<file path="src/rtl/flagofs_pkg.sv">
package flagofs_pkg;
    // Preset choice codes; the numeric code is what the select pins carry.
    typedef enum logic [1:0] {
        SEL_SHORT = 2'b00,
        SEL_MID   = 2'b01,
        SEL_LONG  = 2'b10,
        SEL_MAX   = 2'b11
    } preset_sel_e;
endpackage

</file>
<file path="src/rtl/flagofs_preset.sv">
module flagofs_preset #(
    parameter int unsigned OFS_W    = 17,
    parameter int unsigned PRESET_0 = 7,
    parameter int unsigned PRESET_1 = 31,
    parameter int unsigned PRESET_2 = 63,
    parameter int unsigned PRESET_3 = 127
) (
    input  logic [1:0]       sel,
    output logic [OFS_W-1:0] value
);
    import flagofs_pkg::*;

    always_comb begin
        case (preset_sel_e'(sel))
            SEL_SHORT: value = OFS_W'(PRESET_0);
            SEL_MID:   value = OFS_W'(PRESET_1);
            SEL_LONG:  value = OFS_W'(PRESET_2);
            default:   value = OFS_W'(PRESET_3);
        endcase
    end
endmodule

</file>
<file path="src/rtl/flagofs_shift.sv">
module flagofs_shift #(
    parameter int unsigned NBITS = 34
) (
    input  logic             clk,
    input  logic             mrst,
    input  logic             prst,
    input  logic             ser_en,
    input  logic             ser_in,
    output logic [NBITS-1:0] word,
    output logic             take
);
    localparam int unsigned CNT_W = $clog2(NBITS + 1);

    typedef struct packed {
        logic [CNT_W-1:0] cnt;
        logic [NBITS-1:0] shadow;
    } shift_st_t;

    shift_st_t st_d, st_q;

    always_comb begin
        st_d = st_q;
        take = 1'b0;
        if (mrst || prst || !ser_en) begin
            st_d.cnt = '0;
        end else if (st_q.cnt < CNT_W'(NBITS)) begin
            st_d.shadow[st_q.cnt] = ser_in;
            st_d.cnt              = st_q.cnt + CNT_W'(1);
            take                  = (st_q.cnt == CNT_W'(NBITS - 1));
        end
        word = st_d.shadow;
    end

    always_ff @(posedge clk) begin
        st_q <= st_d;
    end
endmodule

</file>
<file path="src/rtl/flag_offset_reg.sv">
module flag_offset_reg #(
    parameter int unsigned OFS_W    = 17,
    parameter int unsigned PRESET_0 = 7,
    parameter int unsigned PRESET_1 = 31,
    parameter int unsigned PRESET_2 = 63,
    parameter int unsigned PRESET_3 = 127
) (
    input  logic             ser_clk,
    input  logic             mrst,
    input  logic             prst,
    input  logic [1:0]       preset_sel,
    input  logic             ser_en,
    input  logic             ser_in,
    output logic [OFS_W-1:0] ae_offset,
    output logic [OFS_W-1:0] af_offset,
    output logic             load_done
);
    localparam int unsigned NBITS = 2 * OFS_W;

    typedef struct packed {
        logic [OFS_W-1:0] ae;
        logic [OFS_W-1:0] af;
        logic             done;
    } ofs_st_t;

    ofs_st_t          st_d, st_q;
    logic [OFS_W-1:0] preset_val;
    logic [NBITS-1:0] shift_word;
    logic             shift_take;

    flagofs_preset #(
        .OFS_W(OFS_W), .PRESET_0(PRESET_0), .PRESET_1(PRESET_1),
        .PRESET_2(PRESET_2), .PRESET_3(PRESET_3)
    ) u_preset (
        .sel   (preset_sel),
        .value (preset_val)
    );

    flagofs_shift #(.NBITS(NBITS)) u_shift (
        .clk    (ser_clk),
        .mrst   (mrst),
        .prst   (prst),
        .ser_en (ser_en),
        .ser_in (ser_in),
        .word   (shift_word),
        .take   (shift_take)
    );

    always_comb begin
        st_d      = st_q;
        st_d.done = 1'b0;
        if (mrst) begin
            st_d.ae = preset_val;
            st_d.af = preset_val;
        end else if (shift_take) begin
            st_d.ae   = shift_word[OFS_W-1:0];
            st_d.af   = shift_word[NBITS-1:OFS_W];
            st_d.done = 1'b1;
        end
    end

    always_ff @(posedge ser_clk) begin
        st_q <= st_d;
    end

    assign ae_offset = st_q.ae;
    assign af_offset = st_q.af;
    assign load_done = st_q.done;
endmodule

</file>
<file path="config.mk">
export PLATFORM = sky130hd
export DESIGN_NAME = flag_offset_reg
export DESIGN_NICKNAME = d
export VERILOG_FILES = /design/src/rtl/flagofs_pkg.sv /design/src/rtl/flagofs_preset.sv /design/src/rtl/flagofs_shift.sv /design/src/rtl/flag_offset_reg.sv
export SDC_FILE = /design/constraint.sdc
export NUM_CORES = 1
export LEC_CHECK = 0
export BUFFER_PORTS_ARGS = -buffer_cell sky130_fd_sc_hd__buf_4
export CAP_MARGIN = 0
export CORE_MARGIN = 2
export CORE_UTILIZATION = 55
export CTS_CLUSTER_DIAMETER = 120
export DETAILED_ROUTE_END_ITERATION = 7
export GPL_TIMING_DRIVEN = 0
export PLACE_DENSITY_LB_ADDON = 0.25
export SYNTH_ARGS = -nofsm -noshare
export SYNTH_HDL_FRONTEND = slang
export SYNTH_HIERARCHICAL = 1
export SYNTH_SLANG_ARGS = --single-unit
</file>
<file path="constraint.sdc">
create_clock -name ser_clk -period 6.75 [get_ports ser_clk]
set_input_delay 1.0125 -clock ser_clk [delete_from_list [all_inputs] [get_ports ser_clk]]
set_output_delay 1.0125 -clock ser_clk [all_outputs]
set_load 0.05 [all_outputs]
</file>
==> impl_metrics.py <==
metrics = {
    "outcome": {
        "status": "finished clean",
    },
    "final_layout": {
        "final_nets": 332,
        "syn_to_final_growth_pct": 19.3,
        "fin_cells": 402,
        "diodes": 0,
        "layout-drive-gt1-share_pct": 38.5,
    },
    "route": {
        "drc": 0,
        "drt_iter0_markers": 147,
        "postRouteAntennaNets": 0,
        "num_vias": 2274,
        "post_drt_wl_per_cell_um": 17.9,
        "viasPerCell": 5.66,
        "drt-total-wl_um": 7200,
        "dr.pass1.iters": 5,
    },
    "setup_path": {
        "cp.arrival_ps": 2930,
        "timing.rr.end": "af_offset[5]",
        "crit_fanout": 34,
        "critPathCaptureType": "register",
        "crit_type": "input pin to register",
        "critPathCapture": "af_offset[5]",
        "r2r_start": "u_shift/st_q[38]",
        "worstPathRequired_ps": 6730,
        "cp-startpoint": "prst",
        "r2r_setup_slack_ps": 4150,
        "worst_setup_path_start_kind": "input pin",
        "reg2reg_depth": 5,
    },
    "die": {
        "die-area_sq_mm": 0.00683,
        "die_w_um": 82.6,
        "core_sq_mm": 0.00596,
        "die_height_um": 82.6,
        "rows": 28,
        "start_util_pct": 57.1,
        "ios": 42,
    },
    "sta": {
        "relSlewSlack_pct": 42.0,
        "drv_slew": 0,
        "worst_slew_pin_slew_ps": 870,
        "fin_crit_sh_pct": 43.6,
        "finalCriticalPeriod_ps": 2950,
        "worst_slack_ps": 3800,
        "rsz0062_at_grt": "no",
        "clock-skew-final_ps": 8.30,
        "tns_ps": 0,
        "setup_violations": 0,
        "timing.fmax_mhz": 339,
        "hold_viol_final": 0,
    },
    "synth": {
        "ys_types": 43,
        "synth.area.top_cells": "edfxtp_1 (30%), dfxtp_1 (24%), a22o_1 (8.8%), mux2_1 (5.3%), mux2_4 (4.0%)",
        "synth_most_common_cell": "dfxtp_1",
        "ys.flop_type": "dfxtp_1",
        "synthTopCellsByCount": "dfxtp_1 (41), a22o_1 (34), edfxtp_1 (34)",
        "ys_ff_latch": 75,
        "syn_area_sq_mm": 0.00340,
        "ys_seq_area_share_pct": 54.1,
        "yosys.area.top_type": "edfxtp_1",
        "async_flop_share_pct": 0,
        "synthCells": 260,
        "synth_top_area_share_pct": 30.0,
        "synth_edf_count": 34,
        "yosysWarnings": 6,
        "avgSynthCellArea_sq_um": 13.1,
    },
    "run": {
        "max-cap-violations": 0,
    },
    "power": {
        "power.density_mw_per_mm2": 241,
        "p_leak_nw": 1.72,
        "ir_worst_vdd_mv": 0.151,
    },
    "clocking": {
        "ctsHtreeMaxLevel": 3,
        "cts_sinks": 75,
        "cts_root_buf": "clkbuf_8",
        "numCtsBuffers": 9,
        "ctsResizeCount": 0,
        "post_cts_buffers": 0,
        "clk_pin_slew_ps": 70,
        "ctsHoldBuffers": 0,
        "clk_latency_ps": 360,
        "cts_tree": "done",
        "clock_path_buffers": 2,
    },
    "global_route": {
        "grt_max_degree": 35,
        "grt_usage_pct": 22.8,
        "antenna_found_initial": 0,
        "grt_pass1_vias": 2196,
        "grt_pass1_wl_um": 11100,
        "grt_overflow": 0,
    },
    "place": {
        "pre_cts_slack_ps": 3470,
        "routabilityCongestion": 0.849,
        "hpwl_um": 4710,
        "dpl.cell_count": 387,
        "io_buffers": 41,
    },
    "worst_hold_path": {
        "min_path_type": "register to register",
    },
}
## placed cells by master (no fill, tap or decap), types with 7 or more instances in the layout
master and n:
mux2_2 9, buf_2 12, buf_4 56, mux2_4 9
nand3_2 9, mux2_1 16, nor2_1 7, clkbuf_8 9
a22o_1 34, conb_1 13, nand3_1 22, edfxtp_1 34
buf_6 7, dfxtp_1 41
## logic make-up after synthesis
group                    count (synthesis)  share of synthesized area (%)
flip-flops                              75                           54.1
adder cells (fa/ha/maj)                  2                          0.735
multiplexers                            34                           12.2
XOR/XNOR                                 3                          0.772
buffers and inverters                   40                           8.05
AO/OA/AOI/OAI                           41                           10.4
other                                    2                          0.221
AND/OR/NAND/NOR                         63                           13.5
## report_power, final
group,switching [W],internal [W]
sequential,0.00000409,0.000491
combinational,0.0000697,0.0000386
clock,0.000169,0.000207
## metrics by stage
stage | total power [W] | utilization (%) | hold slack, ps | cell area (sq um)
2_1_floorplan | 0.000582 | - | 434 | 3440
3_3_place_gp | 0.000610 | 64.6 | 447 | 3840
3_5_place_dp | 0.000612 | 64.6 | 452 | 3840
4_1_cts | 0.000983 | 68.2 | 471 | 4060
5_1_grt | 0.00101 | 68.2 | 481 | 4060
6_report | 0.000979 | 68.2 | 472 | 4060
## worst max-delay path, cell delays in order
cell and delay [ps]:
buf_4 130, nor4b_4 590, buf_6 250, and4_1 230, or2_2 700
## registers in the layout, indices dropped and copies added, names as in the netlist
register,cells
load_done,1
ae_offset,17
u_shift/st_q,40
af_offset,17
## worst min-delay path by stage
stage	depth (start not counted)	start	slack (ps)	end
after floorplan	1	u_shift/st_q[16]	430	u_shift/st_q[16]
after global placement	1	u_shift/st_q[16]	450	u_shift/st_q[16]
after detailed placement	1	u_shift/st_q[12]	450	u_shift/st_q[12]
after CTS	1	u_shift/st_q[16]	470	u_shift/st_q[16]
after global routing	1	u_shift/st_q[16]	480	u_shift/st_q[16]
final	1	u_shift/st_q[16]	470	u_shift/st_q[16]
## layer usage
metal | up-vias | GRT usage, % | wire (um)
met2 | 69 | 37.7 | 3620
met4 | 0 | 9.18 | 161
met5 | - | 0 | 0
met3 | 15 | 7.61 | 368
li1 | 1066 | - | -
met1 | 1124 | 27.4 | 3050
## area by class of cell
cell class	instances	area, sq um
Buffer	38	267
Clock buffer	9	124
Clock inverter	6	90.1
Fill cell	462	1900
Inverter	2	7.51
Multi-Input combinational cell	156	1330
Sequential cell	75	1840
Tap cell	75	93.8
Timing Repair Buffer	41	308
Note: power is estimated with default switching activity, not from simulation.
